File: src/rtl/cnt_regif_pkg.sv
package cnt_regif_pkg;
  typedef enum logic [1:0] {
    CLS_CMD   = 2'b00,
    CLS_MODE  = 2'b01,
    CLS_IOCTL = 2'b10,
    CLS_INDEX = 2'b11
  } ctrlClass_e;

  typedef struct packed {
    logic ptrReset;
    logic presetWr;
    logic latchRd;
    logic latchXfer;
  } dpStrb_t;
endpackage

File: src/rtl/cnt_regif_ctrl.sv
module cnt_regif_ctrl
  import cnt_regif_pkg::*;
#(
  parameter int BW = 8
) (
  input  logic          clk,
  input  logic          rstN,
  input  logic          busWr,
  input  logic          busRd,
  input  logic          busAddr,
  input  logic [BW-1:0] busWdata,
  output dpStrb_t       dpStrb,
  output logic          bcdSel,
  output logic [1:0]    cntMode,
  output logic [1:0]    quadMode,
  output logic          abEnable,
  output logic          presetOnIndex,
  output logic          syncIndex,
  output logic          indexPolPos,
  output logic          loadCnt,
  output logic          clrFlags,
  output logic          clrErr
);
  ctrlClass_e cls;
  logic ctrlWr, isCmd, syncQ, xferQ;

  assign cls    = ctrlClass_e'(busWdata[6:5]);
  assign ctrlWr = busWr && busAddr;
  assign isCmd  = ctrlWr && (cls == CLS_CMD);

  // command strobes: registered, live for one cycle after the write
  always_ff @(posedge clk) begin
    if (!rstN) begin
      loadCnt  <= 1'b0;
      clrFlags <= 1'b0;
      clrErr   <= 1'b0;
      xferQ    <= 1'b0;
    end else begin
      loadCnt  <= isCmd && busWdata[3];
      clrFlags <= isCmd && (busWdata[2:1] == 2'b01 || busWdata[2:1] == 2'b10);
      clrErr   <= isCmd && (busWdata[2:1] == 2'b11);
      xferQ    <= isCmd && busWdata[4];
    end
  end

  // configuration registers
  always_ff @(posedge clk) begin
    if (!rstN) begin
      bcdSel        <= 1'b0;
      cntMode       <= 2'b00;
      quadMode      <= 2'b00;
      abEnable      <= 1'b0;
      presetOnIndex <= 1'b0;
      syncQ         <= 1'b0;
      indexPolPos   <= 1'b0;
    end else if (ctrlWr) begin
      case (cls)
        CLS_MODE: begin
          bcdSel   <= busWdata[0];
          cntMode  <= busWdata[2:1];
          quadMode <= busWdata[4:3];
        end
        CLS_IOCTL: begin
          abEnable      <= busWdata[0];
          presetOnIndex <= busWdata[1];
        end
        CLS_INDEX: begin
          syncQ       <= busWdata[0];
          indexPolPos <= busWdata[1];
        end
        default: ;
      endcase
    end
  end

  assign syncIndex = syncQ && (quadMode != 2'b00);

  always_comb begin
    dpStrb.ptrReset  = isCmd && busWdata[0];
    dpStrb.presetWr  = busWr && !busAddr;
    dpStrb.latchRd   = busRd && !busAddr;
    dpStrb.latchXfer = xferQ;
  end
endmodule

File: src/rtl/cnt_regif_dp.sv
module cnt_regif_dp
  import cnt_regif_pkg::*;
#(
  parameter int BYTES = 3,
  parameter int BW    = 8
) (
  input  logic                clk,
  input  logic                rstN,
  input  dpStrb_t             dpStrb,
  input  logic [BW-1:0]       busWdata,
  input  logic [BYTES*BW-1:0] cntValue,
  output logic [BYTES*BW-1:0] presetVal,
  output logic [BW-1:0]       dataByte
);
  localparam int PTRW = (BYTES > 1) ? $clog2(BYTES) : 1;
  localparam logic [PTRW-1:0] LAST = PTRW'(BYTES - 1);

  logic [PTRW-1:0]             bytePtr;
  logic [BYTES-1:0][BW-1:0]    presetQ;
  logic [BYTES-1:0][BW-1:0]    latchQ;

  always_ff @(posedge clk) begin
    if (!rstN) bytePtr <= '0;
    else if (dpStrb.ptrReset) bytePtr <= '0;
    else if (dpStrb.presetWr || dpStrb.latchRd)
      bytePtr <= (bytePtr == LAST) ? '0 : bytePtr + 1'b1;
  end

  for (genvar i = 0; i < BYTES; i++) begin : g_byte
    always_ff @(posedge clk) begin
      if (!rstN) begin
        presetQ[i] <= '0;
        latchQ[i]  <= '0;
      end else begin
        if (dpStrb.presetWr && bytePtr == PTRW'(i)) presetQ[i] <= busWdata;
        if (dpStrb.latchXfer) latchQ[i] <= cntValue[i*BW +: BW];
      end
    end
  end

  always_comb begin
    dataByte = '0;
    for (int i = 0; i < BYTES; i++)
      if (bytePtr == PTRW'(i)) dataByte = latchQ[i];
  end

  assign presetVal = presetQ;
endmodule

File: src/rtl/cnt_regif.sv
module cnt_regif
  import cnt_regif_pkg::*;
#(
  parameter int BYTES = 3,
  parameter int BW    = 8
) (
  input  logic                clk,
  input  logic                rstN,
  input  logic                busWr,
  input  logic                busRd,
  input  logic                busAddr,
  input  logic [7:0]          busWdata,
  output logic [7:0]          busRdata,
  input  logic [BYTES*BW-1:0] cntValue,
  input  logic                borrowIn,
  input  logic                carryIn,
  input  logic                noiseErrIn,
  input  logic                dirUpIn,
  output logic [BYTES*BW-1:0] presetVal,
  output logic                bcdSel,
  output logic [1:0]          cntMode,
  output logic [1:0]          quadMode,
  output logic                abEnable,
  output logic                presetOnIndex,
  output logic                syncIndex,
  output logic                indexPolPos,
  output logic                loadCnt,
  output logic                clrFlags,
  output logic                clrErr
);
  dpStrb_t dpStrb;
  logic [7:0] dataByte;
  logic [7:0] statusByte;

  cnt_regif_ctrl #(.BW(8)) ctrl_i (
    .clk, .rstN, .busWr, .busRd, .busAddr, .busWdata,
    .dpStrb, .bcdSel, .cntMode, .quadMode, .abEnable, .presetOnIndex,
    .syncIndex, .indexPolPos, .loadCnt, .clrFlags, .clrErr
  );

  cnt_regif_dp #(.BYTES(BYTES), .BW(8)) dp_i (
    .clk, .rstN, .dpStrb, .busWdata, .cntValue, .presetVal, .dataByte
  );

  assign statusByte = {2'b00, dirUpIn, noiseErrIn, 2'b00, carryIn, borrowIn};
  assign busRdata   = busAddr ? statusByte : dataByte;
endmodule

File: config.mk
export PLATFORM = sky130hd
export DESIGN_NAME = cnt_regif
export DESIGN_NICKNAME = d
export VERILOG_FILES = /design/src/rtl/cnt_regif_pkg.sv /design/src/rtl/cnt_regif_ctrl.sv /design/src/rtl/cnt_regif_dp.sv /design/src/rtl/cnt_regif.sv
export SDC_FILE = /design/constraint.sdc
export NUM_CORES = 1
export LEC_CHECK = 0
export BUFFER_PORTS_ARGS = -buffer_cell sky130_fd_sc_hd__buf_2
export CORE_AREA = 2 2 82 84
export DETAILED_ROUTE_END_ITERATION = 8
export DIE_AREA = 0 0 84 86
export GPL_ROUTABILITY_DRIVEN = 0
export PLACE_DENSITY_LB_ADDON = 0.2
export SYNTH_ARGS = -nofsm -noshare
export SYNTH_HDL_FRONTEND = slang
export SYNTH_HIERARCHICAL = 1
export SYNTH_SLANG_ARGS = --single-unit
File: constraint.sdc
create_clock -name clk -period 2 [get_ports clk]
set_clock_uncertainty 0.1 [all_clocks]
set_input_delay 0.3 -clock clk [delete_from_list [all_inputs] [get_ports clk]]
set_output_delay 0.3 -clock clk [all_outputs]
set_load 0.1 [all_outputs]
# --- After elaboration in Yosys (flattened, before gate mapping) ---
# Cells that the tools add are included.
totals:
  in_bits: 41
  ff_bits: 63
  wordCells: 56
  output_inout_bits: 44
op_classes:
  bitwise: 1
  n_eq_ne: 8
  n_mux: 5
  reduce_logical: 23
  n_addsub: 1
ops:
  columns: ["op", "n"]
  rows:
  - ["$mux 8", 4]
  - ["$logic_and 1x1->1", 13]
  - ["$eq 2x2->1 const B", 5]
  - ["$eq 2x1->1 const B", 3]
  - ["$reduce_and 2->1", 3]
  - ["$logic_not 2->1", 2]
  - ["$add 2x1->2 const B", 1]
  - ["$logic_or 1x1->1", 2]
  - ["$mux 2", 1]
  - ["$reduce_bool 2->1", 1]
  - ["$reduce_or 2->1", 1]
  - ["$logic_not 1->1", 1]
  - ["$not 1->1", 1]

# --- Longest topological paths before layout ---
depth:
  depth_word: 5
  depth_mapped: 6
  mapped_depth_nobuf: 4

# --- Modules after synthesis ---
# Netlist, hierarchy kept.
modules_own_cells:
  columns: ["module", "instances", "seq_area_each_um2", "area_per_inst_um2", "cells_each"]
  rows:
  - ["cnt_regif_dp", 1, 1001.0, 2019.4, 206]
  - ["cnt_regif_ctrl", 1, 260.2, 545.5, 53]
  - ["cnt_regif", 1, 0.0, 106.4, 9]

# --- Worst setup path before layout ---
# No wires, ideal clock.
synth_path:
  path_kind: "flip-flop to output port"
  startpoint: "register ctrl_i.quadMode[0]"
  endpoint: "output port syncIndex"
  setup_slack_ns: -0.204
  t_required_ns: 1.600
  n_path_buf: 0
  stages_incl_launch_ff: 2
  arrival_ns: 1.804
  cell_sequence: "dfxtp_1 -> o21a_1"
synth_via:
  elab_chain_len: 2
synth_rtl:
  columns: ["item", "line_no", "text"]
  rows:
  - ["start: declaration", "cnt_regif_ctrl.sv:15", "output logic [1:0] quadMode,"]
  - ["start signal: assignment", "cnt_regif_ctrl.sv:61", "quadMode <= busWdata[4:3];"]
  - ["$reduce_bool 2->1", "cnt_regif_ctrl.sv:76", "assign syncIndex = syncQ && (quadMode != 2'b00);"]
  - ["$logic_and 1x1->1", "cnt_regif_ctrl.sv:76", null]
  - ["end: declaration", "cnt_regif.sv:25", "output logic syncIndex,"]
# No other way between the ends.

# --- Worst setup path in the final report ---
layout_path:
  startpoint: "register dp_i.bytePtr[0]"
  endpoint: "output port busRdata[4]"
layout_via:
  elab_chain_len: 5
  word_cells_on_any_way: 7
  cone_classes: "eq/ne (2); mux (4); reduce/logical (1)"
layout_rtl:
  columns: ["item", "line_no", "text"]
  rows:
  - ["start: declaration", "cnt_regif_dp.sv:18", "logic [PTRW-1:0] bytePtr;"]
  - ["start signal: assignment", "cnt_regif_dp.sv:26", "bytePtr <= (bytePtr == LAST) ? '0 : bytePtr + 1'b1;"]
  - ["$logic_not 2->1", "cnt_regif_dp.sv:44", "if (bytePtr == PTRW'(i)) dataByte = latchQ[i];"]
  - ["$mux 8 (2 in series)", "cnt_regif_dp.sv:44", null]
  - ["$mux 8 *", "cnt_regif_dp.sv:44", null]
  - ["via dataByte[4]", "cnt_regif.sv:32", "logic [7:0] dataByte;"]
  - ["$mux 8 *", "cnt_regif.sv:46", "assign busRdata = busAddr ? statusByte : dataByte;"]
  - ["end: declaration", "cnt_regif.sv:13", "output logic [7:0] busRdata,"]
# Mark *: on every way through the listed nets, which the timed path passes. The rest lies on a longest branch.

==> results.toml <==
[critical_path]
r2r-end = "dp_i/presetVal[18]$_SDFFE_PN0P_"
reg2regPathDepth = 4
r2r_slack_ns = 0.46
rr_startpoint = "dp_i/bytePtr[0]$_SDFFE_PP0P_"
crit_type = "flip-flop to primary output"
critPathMaxFanout = 5
end_kind = "primary output"
cp.arrival_ns = 1.55
cp.required_ns = 1.60
start_kind = "flip-flop"

[clock_tree]
clk_pin_slew_worst_paths_ns = 0.07
htree_levels = 3
clock_sink_count = 63
cts-root-buf = "clkbuf_8"
cts_tree = "built"
cts_made_buffers = 9
cts_hold_buf = 0
clk-insertion-delay-late_ns = 0.33
cts_buffer_depth = 2

[logic_synthesis]
ys_types = 30
yosys_warnings = 6
synth_top_area_cell = "dfxtp_1"
synth_area_leaders = "dfxtp_1, mux2i_1, nor2b_1"
netlist_instances = 268
syn-num-nets = 310
synth_edf_count = 0
synth.avg_cell_area_sq_um = 9.97
yosysMostFrequentCell = "dfxtp_1"
synth_top_area_share = 0.472
netlist_area_sq_um = 2670
ys_seq_area_frac = 0.472
synth_flop_cell = "dfxtp_1"
synth-async-reset-ratio = 0
synth_seq_cells = 63
synth_common_cells = "dfxtp_1, mux2i_1, nand2_1"

[worst_hold_path]
hold_path_end = "dp_i/latchQ[0]$_SDFFE_PN0P_"
worstHoldStart = "cntValue[0]"
hp-class = "primary input to flip-flop"
hold_depth = 3

[power]
p_int_w = 0.00228
seq_power_share = 0.426
comb_power_share = 0.136
p_switching_w = 0.000761
p_per_area_nw_per_um2 = 864
vdd_ir_drop_max_v = 0.000536
p_leak_nw = 1.50
pwr-share-clk = 0.438
sw_frac_of_total = 0.251
p_total_w = 0.00304

[route]
wl_um = 5880
num_vias = 2110
via_per_inst = 4.83
drc_errors = 0
firstDrtPassIters = 4
drt_iter0_drc = 32
ant_nets = 0
wl_per_cell_um = 13.5

[grt]
use_met3 = 0.0606
grtUsageMet2 = 0.282
top_usage_layer = "met2"
grt_pass1_vias = 2151
antenna_found_initial = 0
grt_pass1_wl_um = 9920
gr-total-overflow = 0
grt_max_degree = 36
grt_util_met1 = 0.206
grt.total_usage = 0.171

[layout]
fin_area_sq_um = 3510
nFillCells = 589
drive_gt1_frac = 0.364
num-nets-final = 397
synthToLayoutAreaGrowth_pct = 31.6
diodes = 0
final_cells = 437
regArea_sq_um = 1260
multi_input_area_sq_um = 1260

[sta]
setup_slack_ns = 0.0490
worst_pin_slew_ns = 0.602
slew_viol_final = 0
finalSetupTns_ns = 0
post-route-period-util = 0.975
timing.fmax_mhz = 513
finalSetupViolCount = 0
hold_violations = 0
rsz0062_at_grt = "true"
max-slew-margin-rel = 0.599
final.min_clock_period_ns = 1.95

[placed_design]
hpwl_um = 4270
placedCellCount = 420
dpl_cell_area_sq_um = 3260
portBuffers = 84
dp_slack_ns = 0.241

[die]
die_width_um = 84
core.rowCount = 29
ios = 85
die_h_um = 86
dieArea_sq_um = 7220
core_sq_um = 6280
initial_core_util = 0.426

[run]
max_cap_violations = 0

[status]
status = "finished clean"
==> area by class of cell <==
class | instances | share of cell area
flip-flops and latches | 63 | 0.360
multi-input cells | 184 | 0.360
repair buffers | 97 | 0.185
clock buffers | 13 | 0.0424
well taps | 77 | 0.0274
clock inverters | 3 | 0.0256
==> cells by family (layout without fill, tap and decap cells) <==
group / count (synthesis) / after routing / synth area share
mux: 45 / 45 / 0.176
compound gates: 35 / 35 / 0.0778
flops: 63 / 63 / 0.472
fa+ha+maj: 1 / 1 / 0.00468
simple gates: 103 / 103 / 0.214
buf+inv: 21 / 113 / 0.0553
==> worst max path at each step <==
stage / startpoint / depth (start not counted) / end / slack, ns
3_3_place_gp: dp_i/bytePtr[0]$_SDFFE_PP0P_ / 5 / busRdata[4] / 0.31
2_1_floorplan: ctrl_i/quadMode[0]$_SDFFE_PN0P_ / 1 / syncIndex / 0.05
4_1_cts: dp_i/bytePtr[0]$_SDFFE_PP0P_ / 5 / busRdata[5] / 0.009
3_5_place_dp: dp_i/bytePtr[0]$_SDFFE_PP0P_ / 5 / busRdata[5] / 0.24
5_1_grt: dp_i/bytePtr[0]$_SDFFE_PP0P_ / 5 / busRdata[4] / -0.03
6_report: dp_i/bytePtr[0]$_SDFFE_PP0P_ / 5 / busRdata[4] / 0.05
==> per-layer routing <==
layer	vias to the layer above	wire, um
met5	-	0
met4	0	73
met3	7	405
met2	60	2760
met1	951	2640
li1	1092	-
==> flip-flops by register name, indices dropped and copies added (netlist names), 2 cells and up <==
signal,flops
ctrl_i/cntMode,2
ctrl_i/quadMode,2
dp_i/bytePtr,2
dp_i/latchQ,24
dp_i/presetVal,24
==> cell usage in the layout (no fill, tap or decap) <==
master and instances:
buf_2 76, dfxtp_1 62, mux2i_1 41, nand2_1 32, nor2b_1 27, o21ai_0 22, nand3_1 22, buf_4 12
clkbuf_8 10, buf_12 9, o21ai_2 8, and2b_2 4, mux2_4 4, and3_1 4, clkbuf_1 3, bufinv_16 3
o21ai_1 2, nand3b_1 2, a21oi_1 2, or3b_1 2, nand3_2 2, o21a_2 1, and4bb_2 1, and2_1 1
and4b_1 1, nand4b_1 1, nand4_1 1, ha_1 1, nor2_1 1, or3_1 1, nand2b_1 1, dfxtp_4 1
==> what timing repair did <==
| item | CTS | global route |
|---|---|---|
| resized for setup | 2 | 2 |
| setup buffers | 1 | 0 |
| endpoints found under the setup margin | 8 | 3 |
==> worst max-delay path, stage by stage, from the launching register on <==
cell	delay [ns]
dfxtp_4	0.38
buf_12	0.12
mux2i_1	0.18
o21ai_1	0.08
mux2_4	0.28
buf_12	0.17
==> per-stage QoR <==
stage,util,hold slack (ns)
final,0.560,0.124
after global routing,0.560,0.117
after CTS,0.560,0.111
after detailed placement,0.520,0.349
after global placement,0.520,0.345
after floorplan,-,0.339
==> power by group through the flow <==
stage | sequential, W | clock [W] | combinational [W]
after detailed placement | 0.00132 | 0 | 0.000411
after CTS | 0.00129 | 0.00136 | 0.000415
after floorplan | 0.00145 | 0 | 0.000170
after global routing | 0.00130 | 0.00141 | 0.000436
after global placement | 0.00132 | 0 | 0.000408
final | 0.00129 | 0.00133 | 0.000412
Power figures use the tool's default switching activity.
